<file path="config.mk">
export PLATFORM = sky130hd
export DESIGN_NAME = tt_dram_sched
export DESIGN_NICKNAME = d
export VERILOG_FILES = /design/src/rtl/tts_pkg.sv /design/src/rtl/tts_slot_timer.sv /design/src/rtl/tts_refresh_ledger.sv /design/src/rtl/tts_op_select.sv /design/src/rtl/tt_dram_sched.sv
export SDC_FILE = /design/constraint.sdc
export NUM_CORES = 1
export LEC_CHECK = 0
export BUFFER_PORTS_ARGS = -buffer_cell sky130_fd_sc_hd__buf_2
export CORE_MARGIN = 5
export CORE_UTILIZATION = 61
export CTS_CLUSTER_SIZE = 8
export DETAILED_ROUTE_END_ITERATION = 10
export PLACE_DENSITY = 0.86
export SLEW_MARGIN = 20
export SYNTH_ARGS = -nofsm -noshare
export SYNTH_HDL_FRONTEND = slang
export SYNTH_HIERARCHICAL = 1
export SYNTH_SLANG_ARGS = --single-unit
export TNS_END_PERCENT = 30
</file>
<file path="constraint.sdc">
create_clock -name clk -period 11.35 [get_ports clk]
set_input_delay 0.5675 -clock clk [delete_from_list [all_inputs] [get_ports clk]]
set_output_delay 0.5675 -clock clk [all_outputs]
set_load 0.01 [all_outputs]
</file>
<file path="src/rtl/tts_pkg.sv">
package tts_pkg;
  localparam int NUM_GRP = 4;
  localparam int GRP_W   = 2;

  typedef enum logic [2:0] {
    CMD_NOP = 3'd0,
    CMD_ACT = 3'd1,
    CMD_RDA = 3'd2,
    CMD_WRA = 3'd3
  } cmd_e;

  typedef enum logic [1:0] {
    OP_IDLE    = 2'd0,
    OP_DEMAND  = 2'd1,
    OP_REFRESH = 2'd2
  } op_e;

  // rank owned by a group: neighbours alternate
  function automatic logic grp_rank(input logic [GRP_W-1:0] g);
    return g[0];
  endfunction

  // bank inside the rank: upper bit from group, lower bit from the access
  function automatic logic [1:0] grp_bank(input logic [GRP_W-1:0] g, input logic sel);
    return {g[1], sel};
  endfunction

  // slot-start decision
  function automatic op_e pick_op(input logic pend, input logic owed, input logic full);
    if (full)      return OP_REFRESH;
    else if (pend) return OP_DEMAND;
    else if (owed) return OP_REFRESH;
    else           return OP_IDLE;
  endfunction
endpackage

</file>
<file path="src/rtl/tts_slot_timer.sv">
module tts_slot_timer
  import tts_pkg::*;
#(
  parameter int SLOT_LEN = 8,
  parameter int ACT_GAP  = 3
) (
  input  logic             clk,
  input  logic             rst_n,
  output logic [GRP_W-1:0] grp,
  output logic             decide,
  output logic             issue
);
  localparam int OFS_W = (SLOT_LEN > 1) ? $clog2(SLOT_LEN) : 1;
  localparam logic [OFS_W-1:0] LAST_OFS  = OFS_W'(SLOT_LEN - 1);
  localparam logic [OFS_W-1:0] ISSUE_OFS = OFS_W'(ACT_GAP);

  logic [OFS_W-1:0] ofs_q;
  logic [GRP_W-1:0] grp_q;
  logic             slot_end;

  assign slot_end = (ofs_q == LAST_OFS);

  always_ff @(posedge clk or negedge rst_n) begin
    if (!rst_n) begin
      ofs_q <= '0;
      grp_q <= '0;
    end else if (slot_end) begin
      ofs_q <= '0;
      grp_q <= grp_q + 1'b1;
    end else begin
      ofs_q <= ofs_q + 1'b1;
    end
  end

  assign grp    = grp_q;
  assign decide = (ofs_q == '0);
  assign issue  = (ofs_q == ISSUE_OFS);


  slot_rotate_chk: assert property (@(posedge clk) disable iff (!rst_n)
    slot_end |=> (grp_q == GRP_W'($past(grp_q) + 1'b1)) && decide);


  slot_hold_chk: assert property (@(posedge clk) disable iff (!rst_n)
    !slot_end |=> $stable(grp_q));
endmodule

</file>
<file path="src/rtl/tts_refresh_ledger.sv">
module tts_refresh_ledger
  import tts_pkg::*;
#(
  parameter int REFI_CYC = 1950,
  parameter int DEBT_MAX = 8,
  parameter int PTR_W    = 15
) (
  input  logic                       clk,
  input  logic                       rst_n,
  input  logic [NUM_GRP-1:0]         take,
  output logic [NUM_GRP-1:0]         owed,
  output logic [NUM_GRP-1:0]         full,
  output logic [NUM_GRP*PTR_W-1:0]   ptr
);
  localparam int TMR_W  = (REFI_CYC > 1) ? $clog2(REFI_CYC) : 1;
  localparam int DEBT_W = $clog2(DEBT_MAX + 1);
  localparam logic [TMR_W-1:0]  TMR_LAST = TMR_W'(REFI_CYC - 1);
  localparam logic [DEBT_W-1:0] DEBT_TOP = DEBT_W'(DEBT_MAX);

  logic [TMR_W-1:0] tmr_q;
  logic             tick;

  assign tick = (tmr_q == TMR_LAST);

  always_ff @(posedge clk or negedge rst_n) begin
    if (!rst_n)    tmr_q <= '0;
    else if (tick) tmr_q <= '0;
    else           tmr_q <= tmr_q + 1'b1;
  end

  for (genvar g = 0; g < NUM_GRP; g++) begin : g_grp
    logic [DEBT_W-1:0] debt_q;
    logic [PTR_W-1:0]  ptr_q;

    always_ff @(posedge clk or negedge rst_n) begin
      if (!rst_n) begin
        debt_q <= '0;
      end else if (tick && !take[g]) begin
        if (debt_q != DEBT_TOP) debt_q <= debt_q + 1'b1;
      end else if (!tick && take[g]) begin
        debt_q <= debt_q - 1'b1;
      end
    end

    always_ff @(posedge clk or negedge rst_n) begin
      if (!rst_n)       ptr_q <= '0;
      else if (take[g]) ptr_q <= ptr_q + 1'b1;
    end

    assign owed[g] = (debt_q != '0);
    assign full[g] = (debt_q == DEBT_TOP);
    assign ptr[g*PTR_W +: PTR_W] = ptr_q;


    debt_bound_chk: assert property (@(posedge clk) disable iff (!rst_n)
      debt_q <= DEBT_TOP);


    take_owed_chk: assert property (@(posedge clk) disable iff (!rst_n)
      take[g] |-> (debt_q != '0));
  end
endmodule

</file>
<file path="src/rtl/tts_op_select.sv">
module tts_op_select
  import tts_pkg::*;
#(
  parameter int ROW_W = 14,
  parameter int COL_W = 10,
  parameter int PTR_W = ROW_W + 1
) (
  input  logic [GRP_W-1:0]                       grp,
  input  logic [NUM_GRP-1:0]                     req_valid,
  input  logic [NUM_GRP-1:0]                     req_write,
  input  logic [NUM_GRP*(ROW_W+COL_W+1)-1:0]     req_addr,
  input  logic [NUM_GRP-1:0]                     owed,
  input  logic [NUM_GRP-1:0]                     full,
  input  logic [NUM_GRP*PTR_W-1:0]               ptr,
  output op_e                                    op,
  output logic                                   wr,
  output logic                                   rank,
  output logic [1:0]                             bank,
  output logic [ROW_W-1:0]                       row,
  output logic [COL_W-1:0]                       col
);
  localparam int ADDR_W = ROW_W + COL_W + 1;

  logic [ADDR_W-1:0] a;
  logic [PTR_W-1:0]  p;

  assign a  = req_addr[grp*ADDR_W +: ADDR_W];
  assign p  = ptr[grp*PTR_W +: PTR_W];
  assign op = pick_op(req_valid[grp], owed[grp], full[grp]);

  always_comb begin
    rank = grp_rank(grp);
    if (op == OP_REFRESH) begin
      wr   = 1'b0;
      bank = grp_bank(grp, p[0]);
      row  = p[PTR_W-1:1];
      col  = '0;
    end else begin
      wr   = req_write[grp];
      bank = grp_bank(grp, a[ADDR_W-1]);
      row  = a[COL_W +: ROW_W];
      col  = a[COL_W-1:0];
    end
  end
endmodule

</file>
<file path="src/rtl/tt_dram_sched.sv">
module tt_dram_sched
  import tts_pkg::*;
#(
  parameter int ROW_W    = 14,
  parameter int COL_W    = 10,
  parameter int SLOT_LEN = 8,
  parameter int ACT_GAP  = 3,
  parameter int REFI_CYC = 1950,
  parameter int DEBT_MAX = 8
) (
  input  logic                                   clk,
  input  logic                                   rst_n,
  input  logic [3:0]                             req_valid,
  input  logic [3:0]                             req_write,
  input  logic [4*(ROW_W+COL_W+1)-1:0]           req_addr,
  output logic [3:0]                             req_ack,
  output logic [2:0]                             cmd_o,
  output logic                                   cmd_rank_o,
  output logic [1:0]                             cmd_bank_o,
  output logic [ROW_W-1:0]                       cmd_addr_o,
  output logic                                   cmd_refresh_o,
  output logic [1:0]                             slot_grp_o
);
  localparam int PTR_W = ROW_W + 1;

  logic [GRP_W-1:0]          grp;
  logic                      decide, issue;
  logic [NUM_GRP-1:0]        owed, full, take, grp_oh;
  logic [NUM_GRP*PTR_W-1:0]  ptr;
  op_e                       sel_op;
  logic                      sel_wr, sel_rank;
  logic [1:0]                sel_bank;
  logic [ROW_W-1:0]          sel_row;
  logic [COL_W-1:0]          sel_col;

  tts_slot_timer #(.SLOT_LEN(SLOT_LEN), .ACT_GAP(ACT_GAP)) u_timer (
    .clk(clk), .rst_n(rst_n), .grp(grp), .decide(decide), .issue(issue));

  tts_refresh_ledger #(.REFI_CYC(REFI_CYC), .DEBT_MAX(DEBT_MAX), .PTR_W(PTR_W)) u_ledger (
    .clk(clk), .rst_n(rst_n), .take(take), .owed(owed), .full(full), .ptr(ptr));

  tts_op_select #(.ROW_W(ROW_W), .COL_W(COL_W), .PTR_W(PTR_W)) u_sel (
    .grp(grp), .req_valid(req_valid), .req_write(req_write), .req_addr(req_addr),
    .owed(owed), .full(full), .ptr(ptr), .op(sel_op), .wr(sel_wr), .rank(sel_rank),
    .bank(sel_bank), .row(sel_row), .col(sel_col));

  assign grp_oh = NUM_GRP'(1) << grp;
  assign take   = (decide && sel_op == OP_REFRESH) ? grp_oh : '0;

  // operation held for the column command of the slot
  op_e              op_q;
  logic             op_wr_q, op_rank_q;
  logic [1:0]       op_bank_q;
  logic [COL_W-1:0] op_col_q;

  always_ff @(posedge clk or negedge rst_n) begin
    if (!rst_n) begin
      op_q      <= OP_IDLE;
      op_wr_q   <= 1'b0;
      op_rank_q <= 1'b0;
      op_bank_q <= '0;
      op_col_q  <= '0;
    end else if (decide) begin
      op_q      <= sel_op;
      op_wr_q   <= sel_wr;
      op_rank_q <= sel_rank;
      op_bank_q <= sel_bank;
      op_col_q  <= sel_col;
    end
  end

  cmd_e             cmd_q;
  logic             rank_q, ref_q;
  logic [1:0]       bank_q;
  logic [ROW_W-1:0] addr_q;
  logic [3:0]       ack_q;

  always_ff @(posedge clk or negedge rst_n) begin
    if (!rst_n) begin
      cmd_q  <= CMD_NOP;
      rank_q <= 1'b0;
      bank_q <= '0;
      addr_q <= '0;
      ref_q  <= 1'b0;
      ack_q  <= '0;
    end else begin
      cmd_q  <= CMD_NOP;
      rank_q <= 1'b0;
      bank_q <= '0;
      addr_q <= '0;
      ref_q  <= 1'b0;
      ack_q  <= '0;
      if (decide && sel_op != OP_IDLE) begin
        cmd_q  <= CMD_ACT;
        rank_q <= sel_rank;
        bank_q <= sel_bank;
        addr_q <= sel_row;
        ref_q  <= (sel_op == OP_REFRESH);
        ack_q  <= (sel_op == OP_DEMAND) ? grp_oh : '0;
      end else if (issue && op_q != OP_IDLE) begin
        cmd_q  <= op_wr_q ? CMD_WRA : CMD_RDA;
        rank_q <= op_rank_q;
        bank_q <= op_bank_q;
        addr_q <= ROW_W'(op_col_q);
        ref_q  <= (op_q == OP_REFRESH);
      end
    end
  end

  assign req_ack       = ack_q;
  assign cmd_o         = cmd_q;
  assign cmd_rank_o    = rank_q;
  assign cmd_bank_o    = bank_q;
  assign cmd_addr_o    = addr_q;
  assign cmd_refresh_o = ref_q;
  assign slot_grp_o    = grp;


  ack_onehot_chk: assert property (@(posedge clk) disable iff (!rst_n)
    $onehot0(req_ack) && ((req_ack != '0) -> (cmd_q == CMD_ACT)));


  demand_wins_chk: assert property (@(posedge clk) disable iff (!rst_n)
    (decide && req_valid[grp] && !full[grp]) |=> (req_ack == $past(grp_oh)) && !cmd_refresh_o);


  refresh_first_chk: assert property (@(posedge clk) disable iff (!rst_n)
    (decide && full[grp]) |=> (cmd_q == CMD_ACT) && cmd_refresh_o && (req_ack == '0));


  idle_slot_chk: assert property (@(posedge clk) disable iff (!rst_n)
    (decide && !req_valid[grp] && !owed[grp]) |=> (cmd_q == CMD_NOP));


  col_after_act_chk: assert property (@(posedge clk) disable iff (!rst_n)
    (cmd_q == CMD_RDA || cmd_q == CMD_WRA) |->
      ($past(cmd_q, ACT_GAP) == CMD_ACT) && ($past(bank_q, ACT_GAP) == bank_q) &&
      ($past(rank_q, ACT_GAP) == rank_q));


  refresh_read_chk: assert property (@(posedge clk) disable iff (!rst_n)
    (cmd_refresh_o && cmd_q != CMD_ACT) |-> (cmd_q == CMD_RDA) && (addr_q == '0));
endmodule

</file>
==> qor.yml, run 1 <==
status: "finished, final reports clean"
startpoint_type: "flop"
clk_path_buf_depth: 2
finalInstanceArea_mm2: 0.008831
path_clk_slew_ns: 0.06
drt_first_iter_violations: 530
hold_violations: 0
yosys_register_bits: 132
cap_viol_max_count: 0
whs_ns: 0.2515
dpl.cell_count: 868
setup_tns_ns: 0
h-tree-depth: 4
fp.dieH_um: 120.7
n_fill_cell: 739
drc: 0
yosys_warnings: 6
post_cts_buffers: 0
synth_top_area_cell: "dfrtp_1"
ant_nets: 0
cts_hold_buf: 0
drive_gt1_share_pct: 35.72
gp_congestion: 0.9009
critical_path.slowest_cell: "dfrtp_2"
synthesis.area_mm2: 0.007470
p_total_mw: 1.154
power_density_mw_per_mm2: 130.6
yosysSeqAreaShare_pct: 44.22
drt_wl_total_mm: 18.31
synth_nets: 749
final.setup.worst_slack_ns: 6.514
hpwl_mm: 12.85
post-place-ws_ns: 6.622
fin_crit_sh_pct: 42.61
synthFlopType: "dfrtp_1"
critPathBufInv: 1
utilization_pct: 73.52
postSynthAreaPerCell_um2: 12.11
end_kind: "flop"
slew-limit-headroom_pct: 29.55
synth_top_cell_area_share_pct: 44.22
critical_path.max_stage_delay_ns: 1.05
syn_inst: 617
die_w_um: 120.7
num_antenna_cells: 0
wl_per_cell_um: 20.34
dieArea_mm2: 0.01456
final_nets: 872
synth-async-reset-ratio_pct: 100.0
finalCriticalPeriod_ns: 4.836
cts_tree: "yes"
arrival_ns: 5.17
cp_cell_sequence: "mux4_2 > nor2b_4 > nor2_8 > inv_1 > or3b_2 > nor2_1 > nand2b_1 > ha_1 > a21o_1 > a21oi_1 > nor2_1 > a21oi_1 > xnor2_1"
globalRouteOverflowTotal: 0
insertion_delay_ns: 0.42
start_util_pct: 62.19
grt_pass1_vias: 5782
num_rows: 40
critPathMaxFanout: 52
path_delay_family: "simple AND/OR/NAND/NOR gates"
synthTopCellsByArea: "dfrtp_1 44%, mux4_2 13%, xnor2_1 6.0%, mux2_2 4.1%, xor2_1 3.2%"
io_buffers: 135
grt_pass1_wl_mm: 29.73
placed_cell_area_mm2: 0.008167
area_growth_pct: 18.22
antenna_found_initial: 0
dr_total_vias: 5529
fmax_ghz: 0.2068
rsz0062_at_grt: "no"
slew_viol_final: 0
critPathKind: "reg2reg"
hold_class: "in2async"
tightest_slew_ns: 1.057
cts_root_buffer: "clkbuf_16"
grt_max_degree: 70
synthDistinctLibCells: 54
core_mm2: 0.01201
synth_edf_count: 0
first_pass_iters: 5
cts_resized: 0
grtUsageTotal_pct: 26.36
drt-vias-per-instance: 6.143
ioPinCount: 137
leakagePower_nw: 4.077
final-instance-count-excl-fill: 900
worst_clock_skew_ns: 0.005004
setup_viol: 0
cp.required_ns: 11.68
numCtsBuffers: 17
ir_drop_mv: 0.1264
cts.sinks: 132
-- final timing paths --
path / cells past startpoint / startpoint / endpoint / slack [ns]
max reg2reg: 13 / u_timer/grp[1] / u_ledger/g_grp[0].debt_q[3] / 6.51
min in group clk: 1 / u_timer/ofs_q[0] / u_timer/ofs_q[0] / 0.46
max: 13 / u_timer/grp[1] / u_ledger/g_grp[0].debt_q[3] / 6.51
max in group asynchronous: 2 / rst_n / u_ledger/g_grp[1].ptr_q[12] / 9.75
min: 1 / rst_n / req_ack[2] / 0.25
min reg2reg: 1 / u_timer/ofs_q[0] / u_timer/ofs_q[0] / 0.46
-- cell type report --
class / count / area [um^2] / area share, %
Sequential cell: 132 / 3306 / 37.43
Clock inverter: 8 / 170.2 / 1.927
Tap cell: 147 / 183.9 / 2.083
Multi-Input combinational cell: 440 / 3930 / 44.50
Timing Repair Buffer: 140 / 715.7 / 8.104
Inverter: 9 / 33.78 / 0.3825
Clock buffer: 24 / 491.7 / 5.568
-- Yosys cell counts (2+ instances only) --
library cell  count
a221oi_1          4
o31ai_1           8
nand2_1          59
nor2_1           39
nand3b_1          3
or3b_2            2
ha_1             18
o21ai_0           4
xor2_1           27
clkbuf_1         12
nor4b_1           3
nand2b_1          8
dfrtp_1         132
o211ai_1         14
and3_1           13
o31ai_2           5
nor3_1            4
buf_2            14
mux4_2           44
a21oi_1           7
xnor2_1          51
nand4_1          15
buf_6             5
or3_1             2
a21o_1            3
nor2b_1           5
mux2_2           27
mux2_4           10
a31oi_1           4
fa_1              4
and4_1            3
inv_1             9
or4_1             3
and2_1           18
nand3_1          17
buf_4             3
-- cells by family (layout without fill, tap and decap cells) --
kind of cell | count (synthesis) | after routing | share of synthesized area (%)
simple gates | 203 | 203 | 14.27
xor+xnor | 78 | 78 | 9.146
flops | 132 | 132 | 44.22
fa+ha+maj | 22 | 22 | 4.087
mux | 83 | 83 | 19.63
compound gates | 53 | 53 | 5.276
other cells | 1 | 1 | 0.05020
buf+inv | 45 | 181 | 3.316
-- routing by layer --
layer / global-route usage (%) / share of wire [%] / vias to the layer above
li1: - / - / 2460
met1: 33.62 / 40 / 2785
met2: 44.25 / 50 / 243
met3: 6.642 / 7.5 / 41
met4: 8.782 / 2.1 / 0
met5: 0 / 0 / -
-- power by group --
part           switching (mW)  total (mW)  leakage [nW]  internal (mW)
logic                  0.0290      0.0603          2.03         0.0313
registers             0.00519       0.483          1.73          0.478
clock network           0.197       0.610         0.317          0.413
total                   0.232        1.15          4.08          0.922
-- sequential cells by signal (all words and copies together) (netlist names) --
| signal | flops |
|---|---|
| op_bank_q | 2 |
| op_rank_q | 1 |
| u_ledger/tmr_q | 11 |
| u_ledger/g_grp.debt_q | 16 |
| cmd_o | 2 |
| op_wr_q | 1 |
| cmd_bank_o | 2 |
| cmd_rank_o | 1 |
| u_ledger/g_grp.ptr_q | 60 |
| cmd_addr_o | 14 |
| cmd_refresh_o | 1 |
| u_timer/grp | 2 |
| op_q | 2 |
| op_col_q | 10 |
| req_ack | 4 |
| u_timer/ofs_q | 3 |
-- worst reg2reg max path, cell delays in order (launching register included) --
cell	delay (ns)
dfrtp_2	1.05
mux4_2	0.48
nor2b_4	0.18
nor2_8	0.12
inv_1	0.44
or3b_2	0.51
nor2_1	0.64
nand2b_1	0.28
ha_1	0.25
a21o_1	0.18
a21oi_1	0.17
nor2_1	0.06
a21oi_1	0.25
xnor2_1	0.15
-- placed cells by master (no fill, tap or decap), types with 4 or more instances in the layout --
cell type / count
fa_1: 4
ha_1: 18
a21oi_1: 7
nand2_1: 59
a221oi_1: 4
and3_1: 13
nor2_1: 38
o21ai_0: 4
nand4_1: 15
nand2b_1: 8
nor3_1: 4
and2_1: 18
o211ai_1: 14
buf_4: 6
buf_2: 134
inv_1: 9
dfrtp_1: 130
o31ai_1: 8
o31ai_2: 5
xnor2_1: 51
bufinv_16: 5
clkbuf_8: 4
mux4_2: 44
nand3_1: 17
mux2_4: 10
nor2b_1: 4
clkbuf_16: 17
a31oi_1: 4
mux2_2: 27
xor2_1: 27
No activity file was read; power rests on OpenSTA's default activity.
==> run 2, diff against run 1 <==
Settings changed: CORE_UTILIZATION 61 to 51, PLACE_DENSITY 0.86 to 0.77.
Clock period 11.35 ns to 4.1 ns, I/O delays scaled along.
==> run 2 against run 1 <==
Against the previous run:
- count of clock-buffer cells in the layout decreased by 6
- register-to-register slack lost 6.0 ns
- global-route usage shrank 5.3 points
- via count decreased by 0.42%
- worst hold slack improved by 0.096 ns
- clock skew increased by 0.0021 ns
- worst setup slack worse by 6.0 ns
- combinational power increased to 2.7 times the previous value
- sequential power rose to 2.8 times the previous value
- critical path type unchanged
- fmax rose by 36%
- largest cell class unchanged
==> qor.yml, run 2 (synthesis results as in run 1) <==
die_w_um: 131.0
numCtsBuffers: 17
placed_cell_area_mm2: 0.008288
final_nets: 881
clk_path_buf_depth: 2
ir_drop_mv: 0.3179
gp_congestion: 0.8631
dieArea_mm2: 0.01717
hpwl_mm: 12.82
grt_pass1_wl_mm: 27.90
n_fill_cell: 1086
cts_root_buffer: "clkbuf_16"
drt_wl_total_mm: 17.80
clkPwrFrac_pct: 52.3
final_cell_mix: "134 x buf_2, 130 x dfrtp_1, 59 x nand2_1, 51 x xnor2_1, 44 x mux4_2"
finalInstanceArea_mm2: 0.008949
slew-limit-headroom_pct: 43.91
core_mm2: 0.01442
whs_ns: 0.3480
io_buffers: 135
cap_viol_max_count: 0
globalRouteOverflowTotal: 0
area_growth_pct: 19.80
fin_crit_sh_pct: 86.72
ioPinCount: 137
comb_power_share_pct: 5.2
cts_resized: 0
hold_violations: 0
cp.required_ns: 4.40
power_frac_seq_pct: 42.5
largest_reg_flops: 60
power_density_mw_per_mm2: 352.0
tightest_slew_ns: 0.8413
intPower_mw: 2.500
top_usage_layer: "met2"
fmax_ghz: 0.2812
ant_nets: 0
status: "finished, final reports clean"
insertion_delay_ns: 0.42
use_met1_pct: 25.77
finalCriticalPeriod_ns: 3.556
hold_class: "in2reg"
drc: 0
critPathMaxFanout: 5
drive_gt1_share_pct: 36.75
met3_usage_pct: 4.309
dr_total_vias: 5506
power.switching_uw: 650.2
worst_clock_skew_ns: 0.007144
top_register: "u_ledger/g_grp.ptr_q"
first_pass_iters: 6
critPathKind: "reg2reg"
slew_viol_final: 0
fp.dieH_um: 131.0
arrival_ns: 3.86
met2_usage_pct: 36.56
num_rows: 44
grtUsageTotal_pct: 21.06
grt_max_degree: 74
end_kind: "flop"
grt_pass1_vias: 5609
rsz0062_at_grt: "no"
setup_tns_ns: 0
path_clk_slew_ns: 0.06
final_common_cell: "buf_2"
setup_viol: 0
start_util_pct: 51.79
p_sw_share_pct: 20.64
num_antenna_cells: 0
startpoint_type: "flop"
drt_first_iter_violations: 390
antenna_found_initial: 0
h-tree-depth: 4
leakagePower_nw: 4.118
drt-vias-per-instance: 5.820
cts.sinks: 132
cts_tree: "yes"
wl_per_cell_um: 18.81
-- run 2: cell count changes in the layout (fill, tap and decap cells not counted), moves of 2 or more --
cell and delta:
buf_4 +7, clkbuf_1 -3, clkbuf_8 -3, clkinv_2 +3, clkinvlp_4 +2
-- run 2: critical path: stages (launching register included) --
cell	delay [ns]
dfrtp_1	0.45
nor4b_1	0.60
mux4_2	0.44
nor2_8	0.05
inv_1	0.08
or3b_2	0.46
nor2_1	0.15
nand2b_1	0.20
ha_1	0.25
a21o_1	0.18
a21oi_1	0.20
and3_1	0.19
a21oi_1	0.05
xnor2_1	0.13
-- run 2: path summary, 6_finish.rpt --
path	start	endpoint	slack (ns)	depth (start not counted)
setup / recovery	u_ledger/g_grp[3].debt_q[0]	u_ledger/g_grp[0].debt_q[3]	0.54	13
hold / removal	req_addr[1]	op_col_q[1]	0.35	4
setup reg to reg	u_ledger/g_grp[3].debt_q[0]	u_ledger/g_grp[0].debt_q[3]	0.54	13
hold reg to reg	u_timer/ofs_q[0]	u_timer/ofs_q[0]	0.46	1
max in group asynchronous	rst_n	cmd_addr_o[11]	2.85	3
min in group asynchronous	rst_n	u_ledger/g_grp[1].ptr_q[14]	0.41	2
-- run 2: cell type report --
class / count / area, um^2 / area share [%]
inverter: 9 / 33.78 / 0.3775
clock inverter: 14 / 209.0 / 2.335
multi-input combinational: 440 / 3930 / 43.92
clock buffer: 18 / 439.2 / 4.908
tap: 184 / 230.2 / 2.573
sequential: 132 / 3308 / 36.97
timing repair buffer: 149 / 798.3 / 8.921
-- run 2: power by group through the flow --
stage	registers [mW]	logic [mW]	clock network, mW
after floorplan	1.36	0.0588	0
after global placement	1.36	0.158	0
after detailed placement	1.36	0.163	0
after CTS	1.34	0.166	1.67
after global routing	1.34	0.181	1.72
final	1.34	0.164	1.65
-- run 2: metal layers --
metal	wire, um	vias to the layer above
li1	-	2473
met2	8979	215
met4	356	0
met1	7179	2781
met5	0	-
met3	1282	37
-- run 2: repair_timing --
action | in CTS | in global routing
hold endpoints to repair | 59 | 0
setup buffers | 0 | 0
endpoints found under the setup margin | 0 | 0
hold buffers | 1 | 0
-- run 2: stage by stage --
step	power (mW)	worst slack, ns	std cells	util [%]
after floorplan	1.421	0.2932	617	-
after global placement	1.516	0.7968	913	57.46
after CTS	3.171	0.5872	946	62.02
after global routing	3.245	0.2914	946	62.04
after detailed placement	1.523	0.6172	913	57.46
final	3.150	0.5444	946	62.04
==> run 3, diff against run 2 <==
Settings changed: HOLD_SLACK_MARGIN set to 0.05, RECOVER_POWER set to 25.
Clock period 4.1 ns to 3.18 ns, I/O delays scaled along.
==> run 3 against run 2 <==
Against the previous run:
- the flow now finishes with violations (capacitance limit, slew limit)
- routed wire length grew 3.0%
- fmax rose by 12%
- die area did not move
- cell count rose by 3.0%
- non-clock buffer count grew 27
- total power grew 21%
- combinational power up 41%
- clock power is 12% higher
- critical path depth up 1
- first-iteration DRC count grew 0.51%
- worst hold slack got worse by 0.035 ns
- clock skew up 0.0028 ns
- critical endpoint unchanged
==> qor.yml, run 3 (synthesis results as in run 1) <==
drive_gt1_share_pct: 40.43
tightest_slew_ns: 1.566
clk_path_buf_depth: 2
cts_root_buffer: "clkbuf_16"
setup_viol: 0
p_total_mw: 3.804
power_density_mw_per_mm2: 412.9
hpwl_mm: 13.24
p_sw_share_pct: 21.80
grtUsageTotal_pct: 21.78
endpoint: "u_ledger/g_grp[0].debt_q[3]"
slew_viol_final: 61
intPower_mw: 2.975
worstSetupStartpoint: "u_ledger/g_grp[0].debt_q[1]"
slew-limit-headroom_pct: -4.405
io_buffers: 135
final.setup.worst_slack_ns: 0.009069
core_mm2: 0.01442
status: "finished with violations"
globalRouteOverflowTotal: 0
h-tree-depth: 4
final_nets: 908
fin_crit_sh_pct: 99.71
final_cell_mix: "129 x dfrtp_1, 121 x buf_2, 59 x nand2_1, 51 x xnor2_1, 44 x mux4_2"
grt_pass1_wl_mm: 29.06
drt_first_iter_violations: 392
critPathMaxFanout: 3
wl_met1_mm: 7.509
dieArea_mm2: 0.01717
rr_endpoint: "u_ledger/g_grp[0].debt_q[3]"
dr.max_layer_used: "met4"
wl_per_cell_um: 18.83
antenna_found_initial: 1
grt_pass1_vias: 5842
power.switching_uw: 829.4
hold_violations: 0
comb_power_share_pct: 6.1
rsz0062_at_grt: "yes"
worst_clock_skew_ns: 0.009944
insertion_delay_ns: 0.42
met3_length_mm: 1.208
fmax_ghz: 0.3154
largest_reg_flops: 60
leakagePower_nw: 4.201
start_util_pct: 51.79
ir_drop_mv: 0.4037
hold_depth: 4
final_common_cell: "dfrtp_1"
post-place-ws_ns: -0.02788
numCtsBuffers: 17
critPathKind: "reg2reg"
area_growth_pct: 23.35
path_clk_slew_ns: 0.06
gp_congestion: 0.8293
routed-wl-met2_mm: 9.270
drt_wl_total_mm: 18.34
r2r_cells: 14
r2r_setup_slack_ns: 0.009
ioPinCount: 137
cap_viol_max_count: 1
dr_total_vias: 5618
end_kind: "flop"
cp.required_ns: 3.48
hold_class: "in2reg"
cts.sinks: 132
top_register: "u_ledger/g_grp.ptr_q"
finalCriticalPeriod_ns: 3.171
clkPwrFrac_pct: 48.7
first_pass_iters: 5
grt_max_degree: 62
whs_ns: 0.3129
cts_tree: "yes"
reg2reg_from: "u_ledger/g_grp[0].debt_q[1]"
violations: "capacitance limit, slew limit"
drt-vias-per-instance: 5.768
fp.dieH_um: 131.0
power_frac_seq_pct: 45.2
drc: 0
die_w_um: 131.0
arrival_ns: 3.47
startpoint_type: "flop"
num_rows: 44
ant_nets: 0
==> run 3: changes by cell type in the layout (fill, tap and decap cells not counted), moves of 4 or more <==
cell       before  now
nand2b_1        8    4
ha_4            0    4
buf_4          13   38
bufinv_16       5    1
clkbuf_1        0   14
ha_1           18   14
nand2b_4        0    4
buf_2         134  121
a21oi_2         1    6
a21oi_1         7    2
==> run 3: timing repair <==
action                                  CTS  global route
setup buffers                             3             4
resized for setup                         2             9
endpoints found under the hold margin    59             0
endpoints found under the setup margin    1            13
pin swaps                                 2             8
hold buffers                              1             0
==> run 3: layout make-up <==
class                   count  area (um^2)
diodes                      1        2.502
clock buffers              22        484.2
well taps                 184        230.2
multi-input cells         440         4088
repair buffers            176        985.9
inverters                   9        33.78
clock inverters            10        80.08
flip-flops and latches    132         3309
fillers                  1101         5210
==> run 3: metal layers <==
metal / vias to the layer above / GRT usage (%)
li1: 2546 / -
met1: 2818 / 27.59
met2: 221 / 37.13
met3: 33 / 4.187
met4: 0 / 8.288
met5: - / 0
==> run 3: through the flow <==
stage          instance area, um^2  utilization (%)  cells  setup TNS [ns]
2_1_floorplan                 7619                -    617          -3.807
3_3_place_gp                  8553            59.30    933               0
3_5_place_dp                  8553            59.30    933        -0.02788
4_1_cts                       9163            63.52    969               0
5_1_grt                       9214            63.88    974         -0.1509
6_report                      9214            63.88    974               0
==> run 3: how the worst min path moves through the flow <==
stage,from,slack [ns],to
after global routing,req_addr[59],0.31,op_col_q[9]
after floorplan,rst_n,-0.14,cmd_addr_o[0]
after detailed placement,rst_n,0.30,u_ledger/g_grp[2].ptr_q[13]
final,req_addr[4],0.31,op_col_q[4]
after CTS,req_addr[95],0.30,cmd_addr_o[10]
after global placement,rst_n,0.28,u_ledger/g_grp[2].ptr_q[14]
==> run 3: worst max-delay path, stage by stage, from the launching register on <==
cell      delay, ns
dfrtp_1        0.40
or4_4          0.55
mux4_2         0.47
nor2b_4        0.16
nor2_8         0.08
inv_2          0.05
or3b_4         0.24
nor2_2         0.04
nand2b_4       0.17
ha_4           0.21
a21o_1         0.16
a21oi_2        0.15
and3_4         0.19
a21oi_2        0.04
xnor2_1        0.14
==> run 3: power groups by stage <==
stage / combinational (mW) / clock, mW / sequential [mW]
after global placement: 0.219 / 0 / 1.75
after floorplan: 0.0784 / 0 / 1.76
after global routing: 0.255 / 1.95 / 1.72
final: 0.232 / 1.85 / 1.72
after CTS: 0.235 / 1.88 / 1.72
after detailed placement: 0.228 / 0 / 1.75
